[config.mk]
export PLATFORM = sky130hd
export DESIGN_NAME = vic_top
export DESIGN_NICKNAME = d
export VERILOG_FILES = /design/src/rtl/vic_pkg.sv /design/src/rtl/vic_bus.sv /design/src/rtl/vic_regs.sv /design/src/rtl/vic_prio.sv /design/src/rtl/vic_seq.sv /design/src/rtl/vic_top.sv
export SDC_FILE = /design/constraint.sdc
export NUM_CORES = 1
export LEC_CHECK = 0
export ABC_CLOCK_PERIOD_IN_PS = 5000
export BUFFER_PORTS_ARGS = -buffer_cell sky130_fd_sc_hd__buf_2
export CAP_MARGIN = 10
export CORE_MARGIN = 10
export CORE_UTILIZATION = 65
export CTS_CLUSTER_DIAMETER = 80
export CTS_CLUSTER_SIZE = 30
export DETAILED_ROUTE_END_ITERATION = 12
export HOLD_SLACK_MARGIN = 0.02
export PLACE_DENSITY_LB_ADDON = 0.3
export SYNTH_ARGS = -nofsm -noshare
export SYNTH_HDL_FRONTEND = slang
export SYNTH_SLANG_ARGS = --single-unit
[constraint.sdc]
create_clock -name clk_i -period 5 [get_ports clk_i]
set_input_delay 1.25 -clock clk_i [delete_from_list [all_inputs] [get_ports clk_i]]
set_output_delay 1.25 -clock clk_i [all_outputs]
set_load 0.05 [all_outputs]
[src/rtl/vic_pkg.sv]
package vic_pkg;
  localparam logic [7:0] OP_CALL   = 8'hCD;
  localparam logic [7:0] OP_PREFIX = 8'hED;
  localparam logic [7:0] OP_RETI   = 8'h4D;

  typedef struct packed {
    logic       m1_n;
    logic       iorq_n;
    logic       mreq_n;
    logic       rd_n;
    logic       wr_n;
    logic [7:0] addr;
    logic [7:0] data;
  } bus_t;
endpackage

[src/rtl/vic_bus.sv]
module vic_bus
  import vic_pkg::*;
(
  input  logic       clk_i,
  input  logic       rst_ni,
  input  bus_t       bus_i,
  output logic       ack_lvl_o,
  output logic       ack_start_o,
  output logic       ack_end_o,
  output logic       mrd_lvl_o,
  output logic       mrd_end_o,
  output logic       fetch_start_o,
  output logic       fetch_end_o,
  output logic       iowr_start_o,
  output logic [7:0] wr_addr_o,
  output logic [7:0] wr_data_o,
  output logic [7:0] fetch_byte_o
);
  bus_t       bus_q;
  logic [3:0] lvl, lvl_q;
  logic [7:0] fetch_data_q;

  // 0:ack 1:mem read 2:opcode fetch 3:io write
  always_comb begin
    lvl[0] = !bus_q.m1_n && !bus_q.iorq_n;
    lvl[1] = !bus_q.mreq_n && !bus_q.rd_n && bus_q.m1_n;
    lvl[2] = !bus_q.m1_n && !bus_q.mreq_n;
    lvl[3] = !bus_q.iorq_n && !bus_q.wr_n && bus_q.m1_n;
  end

  always_ff @(posedge clk_i or negedge rst_ni) begin
    if (!rst_ni) begin
      bus_q        <= '{m1_n:1'b1, iorq_n:1'b1, mreq_n:1'b1, rd_n:1'b1,
                        wr_n:1'b1, addr:8'h00, data:8'h00};
      lvl_q        <= '0;
      fetch_data_q <= '0;
    end else begin
      bus_q <= bus_i;
      lvl_q <= lvl;
      if (lvl[2]) fetch_data_q <= bus_q.data;
    end
  end

  assign ack_lvl_o     = lvl[0];
  assign ack_start_o   = lvl[0] && !lvl_q[0];
  assign ack_end_o     = !lvl[0] && lvl_q[0];
  assign mrd_lvl_o     = lvl[1];
  assign mrd_end_o     = !lvl[1] && lvl_q[1];
  assign fetch_start_o = lvl[2] && !lvl_q[2];
  assign fetch_end_o   = !lvl[2] && lvl_q[2];
  assign iowr_start_o  = lvl[3] && !lvl_q[3];
  assign wr_addr_o     = bus_q.addr;
  assign wr_data_o     = bus_q.data;
  assign fetch_byte_o  = fetch_data_q;
endmodule

[src/rtl/vic_regs.sv]
module vic_regs #(
  parameter int         N_IRQ     = 8,
  parameter logic [7:0] BASE_PORT = 8'h40
) (
  input  logic                   clk_i,
  input  logic                   rst_ni,
  input  logic                   we_i,
  input  logic [7:0]             addr_i,
  input  logic [7:0]             data_i,
  output logic [N_IRQ-1:0][15:0] vec_o,
  output logic [N_IRQ-1:0]       en_o
);
  localparam logic [7:0] MASK_OFF = 8'(2 * N_IRQ);

  logic [7:0] off;
  logic       in_win;

  assign off    = addr_i - BASE_PORT;
  assign in_win = we_i && (addr_i >= BASE_PORT);

  for (genvar i = 0; i < N_IRQ; i++) begin : g_vec
    always_ff @(posedge clk_i or negedge rst_ni) begin
      if (!rst_ni) vec_o[i] <= '0;
      else if (in_win && off == 8'(2 * i))     vec_o[i][7:0]  <= data_i;
      else if (in_win && off == 8'(2 * i + 1)) vec_o[i][15:8] <= data_i;
    end
  end

  always_ff @(posedge clk_i or negedge rst_ni) begin
    if (!rst_ni) en_o <= '0;
    else if (in_win && off == MASK_OFF) en_o <= data_i[N_IRQ-1:0];
  end
endmodule

[src/rtl/vic_prio.sv]
module vic_prio #(
  parameter int N_IRQ = 8,
  localparam int IDX_W = $clog2(N_IRQ)
) (
  input  logic [N_IRQ-1:0] pend_i,
  output logic [IDX_W-1:0] grant_idx_o,
  output logic             grant_vld_o
);
  always_comb begin
    grant_idx_o = '0;
    grant_vld_o = 1'b0;
    for (int i = N_IRQ - 1; i >= 0; i--) begin
      if (pend_i[i]) begin
        grant_idx_o = IDX_W'(i);
        grant_vld_o = 1'b1;
      end
    end
  end
endmodule

[src/rtl/vic_seq.sv]
module vic_seq
  import vic_pkg::*;
#(
  parameter int N_IRQ = 8,
  localparam int IDX_W = $clog2(N_IRQ)
) (
  input  logic                   clk_i,
  input  logic                   rst_ni,
  input  logic                   ack_lvl_i,
  input  logic                   ack_start_i,
  input  logic                   ack_end_i,
  input  logic                   mrd_lvl_i,
  input  logic                   mrd_end_i,
  input  logic                   fetch_start_i,
  input  logic                   fetch_end_i,
  input  logic [7:0]             fetch_byte_i,
  input  logic [IDX_W-1:0]       grant_idx_i,
  input  logic                   grant_vld_i,
  input  logic [N_IRQ-1:0][15:0] vec_i,
  output logic [7:0]             data_o,
  output logic                   data_oe_o,
  output logic                   mem_inh_o,
  output logic                   busy_o
);
  logic             feeding_q, prefix_q;
  logic [1:0]       idx_q;          // 0:opcode 1:low 2:high 3:done
  logic [IDX_W-1:0] win_q;
  logic [N_IRQ-1:0] in_svc_q;
  logic             accept, reti;

  assign busy_o = |in_svc_q;
  assign accept = ack_start_i && grant_vld_i && !busy_o;
  assign reti   = fetch_end_i && prefix_q && fetch_byte_i == OP_RETI && !feeding_q;

  always_ff @(posedge clk_i or negedge rst_ni) begin
    if (!rst_ni) begin
      feeding_q <= 1'b0;
      idx_q     <= '0;
      win_q     <= '0;
      in_svc_q  <= '0;
      prefix_q  <= 1'b0;
    end else begin
      if (accept) begin
        feeding_q          <= 1'b1;
        idx_q              <= 2'd0;
        win_q              <= grant_idx_i;
        in_svc_q[grant_idx_i] <= 1'b1;
      end else if (feeding_q && fetch_start_i) begin
        feeding_q <= 1'b0;
        idx_q     <= 2'd0;
      end else if (feeding_q && ack_end_i && idx_q == 2'd0) begin
        idx_q <= 2'd1;
      end else if (feeding_q && mrd_end_i && idx_q != 2'd0 && idx_q != 2'd3) begin
        idx_q <= idx_q + 2'd1;
      end
      if (fetch_end_i) prefix_q <= (fetch_byte_i == OP_PREFIX);
      if (reti) in_svc_q <= '0;
    end
  end

  always_comb begin
    unique case (idx_q)
      2'd1:    data_o = vec_i[win_q][7:0];
      2'd2:    data_o = vec_i[win_q][15:8];
      default: data_o = OP_CALL;
    endcase
  end

  assign data_oe_o = feeding_q && ((ack_lvl_i && idx_q == 2'd0) ||
                                   (mrd_lvl_i && (idx_q == 2'd1 || idx_q == 2'd2)));
  assign mem_inh_o = feeding_q;

  p_rise_on_ack_r3: assert property (@(posedge clk_i) disable iff (!rst_ni)
    $rose(feeding_q) |-> $past(ack_start_i));
  p_fetch_ends_feed_r3: assert property (@(posedge clk_i) disable iff (!rst_ni)
    feeding_q && fetch_start_i |=> !feeding_q);
  p_winner_held_r6: assert property (@(posedge clk_i) disable iff (!rst_ni)
    feeding_q && $past(feeding_q) |-> $stable(win_q));
  p_one_in_service_r7: assert property (@(posedge clk_i) disable iff (!rst_ni)
    $onehot0(in_svc_q));
  p_byte_count_r4: assert property (@(posedge clk_i) disable iff (!rst_ni)
    idx_q == 2'd3 |-> !data_oe_o);
endmodule

[src/rtl/vic_top.sv]
module vic_top
  import vic_pkg::*;
#(
  parameter int         N_IRQ     = 8,
  parameter logic [7:0] BASE_PORT = 8'h40,
  localparam int        IDX_W     = $clog2(N_IRQ)
) (
  input  logic             clk_i,
  input  logic             rst_ni,
  input  logic [N_IRQ-1:0] req_i,
  input  logic             m1_ni,
  input  logic             iorq_ni,
  input  logic             mreq_ni,
  input  logic             rd_ni,
  input  logic             wr_ni,
  input  logic [7:0]       addr_i,
  input  logic [7:0]       data_i,
  output logic [7:0]       data_o,
  output logic             data_oe_o,
  output logic             mem_inh_o,
  output logic             int_no
);
  bus_t                   bus;
  logic [N_IRQ-1:0]       req_s1, req_s2, en, pend;
  logic [N_IRQ-1:0][15:0] vec;
  logic                   ack_lvl, ack_start, ack_end, mrd_lvl, mrd_end;
  logic                   fetch_start, fetch_end, iowr_start;
  logic [7:0]             wr_addr, wr_data, fetch_byte;
  logic [IDX_W-1:0]       grant_idx;
  logic                   grant_vld, busy;

  assign bus = '{m1_n:m1_ni, iorq_n:iorq_ni, mreq_n:mreq_ni, rd_n:rd_ni,
                 wr_n:wr_ni, addr:addr_i, data:data_i};

  always_ff @(posedge clk_i or negedge rst_ni) begin
    if (!rst_ni) begin
      req_s1 <= '0;
      req_s2 <= '0;
    end else begin
      req_s1 <= req_i;
      req_s2 <= req_s1;
    end
  end

  assign pend   = req_s2 & en;
  assign int_no = !(|pend && !busy);

  vic_bus i_bus (
    .clk_i, .rst_ni, .bus_i(bus),
    .ack_lvl_o(ack_lvl), .ack_start_o(ack_start), .ack_end_o(ack_end),
    .mrd_lvl_o(mrd_lvl), .mrd_end_o(mrd_end),
    .fetch_start_o(fetch_start), .fetch_end_o(fetch_end),
    .iowr_start_o(iowr_start), .wr_addr_o(wr_addr), .wr_data_o(wr_data),
    .fetch_byte_o(fetch_byte)
  );

  vic_regs #(.N_IRQ(N_IRQ), .BASE_PORT(BASE_PORT)) i_regs (
    .clk_i, .rst_ni, .we_i(iowr_start), .addr_i(wr_addr), .data_i(wr_data),
    .vec_o(vec), .en_o(en)
  );

  vic_prio #(.N_IRQ(N_IRQ)) i_prio (
    .pend_i(pend), .grant_idx_o(grant_idx), .grant_vld_o(grant_vld)
  );

  vic_seq #(.N_IRQ(N_IRQ)) i_seq (
    .clk_i, .rst_ni,
    .ack_lvl_i(ack_lvl), .ack_start_i(ack_start), .ack_end_i(ack_end),
    .mrd_lvl_i(mrd_lvl), .mrd_end_i(mrd_end),
    .fetch_start_i(fetch_start), .fetch_end_i(fetch_end),
    .fetch_byte_i(fetch_byte), .grant_idx_i(grant_idx), .grant_vld_i(grant_vld),
    .vec_i(vec), .data_o, .data_oe_o, .mem_inh_o, .busy_o(busy)
  );

  p_inh_masks_int_r8: assert property (@(posedge clk_i) disable iff (!rst_ni)
    mem_inh_o |-> int_no);
  p_oe_needs_inh_r3: assert property (@(posedge clk_i) disable iff (!rst_ni)
    data_oe_o |-> mem_inh_o);
endmodule

==> metrics <==
routed vias just under 5000; Via density between 6 and 7; Compound-Gate Fraction of Synth Area 3.51%; CP Capture Type output port; hold_ws roughly 0.35 ns; CTS Buf Count 17; Total GRT Usage 21.0%; Synth cell types between 50 and 60; final antenna-violating net count 0; first-pass GRT wire length roughly 29 mm; synthesis-to-finish area growth 11.5%; cts repair resizes 0; EDFF count, synth 0; Syn Nets between 500 and 600; worst skew pair latency ~0.43 ns; core area about 0.013 sq mm; ANT cells 0; Die ar. about 0.018 sq mm; largest family of logic cells by synthesized area multiplexers; synthesized instance count approximately 560; Final nets roughly 640; sequential share of the synthesized area slightly below 60%; Worst EP arrival between 2 and 3 ns; max-cap violations 0; largest cells by area after synthesis dfrtp_1, mux2_2, mux4_2; DRC Markers 0; count leader, synth dfrtp_1; initial antenna violation count 0; First DRT Iteration DRCs 398; per-cell routed wire length roughly 23 um; fin. max-slew vios 0; outcome completed; Hold Path End req_s2[5]$_DFF_PN0_; layout cells sized above 1 between 40% and 50%; setup TNS 0 ns; R2R cell count 5; Worst Hold Launch req_s1[5]$_DFF_PN0_; worst-path maximum fanout 27; TritonRoute pass-1 iters 5; most frequent cells after synthesis dfrtp_1, mux2_2, mux4_2, nand2_1; Most used DFF post-synth dfrtp_1; CTS H-tree depth 4; Adder-Cell Fraction of Synth Area less than 1%; Post-Place Setup Slack around 1.5 ns; Avg Inst Size Synth 15.3 sq um; clock skew about 0.0070 ns; final hold violation count 0; XOR/XNOR share of the synthesized area less than 1%; pin count of the biggest net entering global routing about 120; R2R Path Start i_bus.bus_q[20]$_DFF_PN1_; Num Clock Sinks 200; Setup Fix Bufs, Post-CTS 0; I/O Buffers 41; Die Y-Extent roughly 130 um; Final setup violation count 0; RR Endpoint i_regs.vec_o[46]$_DFFE_PN0P_; Non-Filler Instances between 700 and 800; Placed Instances 755; Tightest Hold Check Type flop to flop; final worst slack ~1.0 ns; Root Buffer clkbuf_16; synth warn 0; clk buf depth 2; #FFs+latches synth 200; Max VDD drop about 0.27 mV; RePlAce Congestion between 0.8 and 0.9; TritonCTS clock tree built; Worst slew margin 32.7%; R2R Setup Slk between 2 and 3 ns; Hold Crit Depth 0; Slew @ Worst Pin slightly above 1 ns; number of global-route vias before repair ~5300; Worst-path clk slew roughly 0.07 ns; final period utilization 79.7%; Max Freq 251 MHz; # hold bufs at CTS 0; post-synthesis simple-gate area fraction ~7.1%; P per Cell Area roughly 360 mW/mm^2; top cell type's share of synthesized area a little under three fifths; unrepaired setup endpoints after global routing no; detailed-placement wirelength estimate around 12 mm; kind of start point of the critical path flop; asr flop ratio synth between 90% and 100%; Critical Path RT 3.75 ns; Initial Util about two thirds; row cnt 41; DIE WIDTH 135 um; num ports 42; mux contribution to synthesized area ~29%; Period minus WS final ~4.0 ns; Setup Crit Path Kind flop to output port; Overflow after GRT 0; largest area contributor in the netlist dfrtp_1; Synth Cell Area between 0.008 and 0.009 sq mm; drt total wl 17.9 mm; P_leak around 4.5 nW
layer usage:
metal  GRT usage (%)  wire length, um  share of wire (%)
met5               0                0                  0
met4            8.34              453                2.5
met3            4.19              823                4.6
met2            35.1             9230                 52
met1            26.3             7380                 41
state kept, by name, summed over array words and instances, names as in the netlist:
register            cells
i_seq.prefix_q          1
i_seq.win_q             3
req_s1                  8
i_regs.vec_o          128
i_seq.in_svc_q          8
i_bus.fetch_byte_o      8
i_seq.mem_inh_o         1
i_regs.en_o             8
i_bus.lvl_q             4
i_seq.idx_q             2
i_bus.wr_addr_o         8
req_s2                  8
i_bus.wr_data_o         8
i_bus.bus_q             5
critical path, stage by stage, from the launching register on:
cell and delay, ns:
dfrtp_1 0.68, buf_4 0.50, mux4_2 0.57, o211ai_1 0.17
nand3_1 0.11, buf_2 0.24
cell families (layout without fill, tap and decap cells):
family / count (synthesis) / after routing
and+or+nand+nor: 91 / 91
AOI/OAI and AO/OA: 43 / 43
xor gates and xnor gates: 1 / 1
buffers and inverters: 26 / 83
muxes: 193 / 193
adders and majority gates: 4 / 4
DFF: 200 / 200
cell type report:
class	count	area, sq um
Fill cell	797	3200
Clock buffer	19	453
Timing Repair Buffer	47	259
Multi-Input combinational cell	332	3420
Tap cell	172	215
Inverter	4	15.0
Sequential cell	200	5010
Clock inverter	13	145
stage by stage:
stage               utilization [%]  cell area, sq um  power, W
finish                         74.8              9520   0.00345
global route                   74.8              9520   0.00357
CTS                            74.8              9520   0.00347
detailed placement             70.1              8920   0.00212
global placement               70.1              8920   0.00210
floorplan                         -              8540   0.00198
cells in the final DEF (no fill, tap or decap), drive strengths merged, types with 2 or more instances in the layout:
cell type	Yosys	final
mux2	149	149
o21ai	5	5
or3	2	2
mux4	27	27
nor2b	2	2
nor4	4	4
a22oi	11	11
clkinvlp	0	3
a22o	5	5
or4	3	3
nand3	10	10
o211ai	5	5
bufinv	0	2
nand3b	3	3
inv	4	7
dfrtp	195	195
nor3b	2	2
dfstp	5	5
ha	4	4
mux2i	17	17
o22ai	3	3
nor3	7	7
nor2	21	21
nand2	27	27
clkinv	0	5
buf	11	46
a21oi	8	8
and3	3	3
clkbuf	11	20
power breakdown:
group | switching [W] | internal (W) | leakage, nW | total (W)
Combinational | 0.000230 | 0.000111 | 1.51 | 0.000341
Sequential | 0.0000730 | 0.00167 | 2.67 | 0.00174
Clock | 0.000596 | 0.000768 | 0.286 | 0.00136
Total | 0.000899 | 0.00255 | 4.47 | 0.00345
worst max-delay path by stage:
| stage | start | to | slack [ns] | depth (start not counted) |
|---|---|---|---|---|
| 2_1_floorplan | i_seq.win_q[1]$_DFFE_PN0P_ | data_o[1] | 1.86 | 5 |
| 3_3_place_gp | i_seq.win_q[1]$_DFFE_PN0P_ | data_o[7] | 1.55 | 5 |
| 3_5_place_dp | i_seq.win_q[1]$_DFFE_PN0P_ | data_o[0] | 1.46 | 5 |
| 4_1_cts | i_seq.win_q[1]$_DFFE_PN0P_ | data_o[0] | 1.0 | 5 |
| 5_1_grt | i_seq.win_q[1]$_DFFE_PN0P_ | data_o[3] | 0.82 | 5 |
| 6_report | i_seq.win_q[1]$_DFFE_PN0P_ | data_o[0] | 1.01 | 5 |
Power figures use the tool's default switching activity.
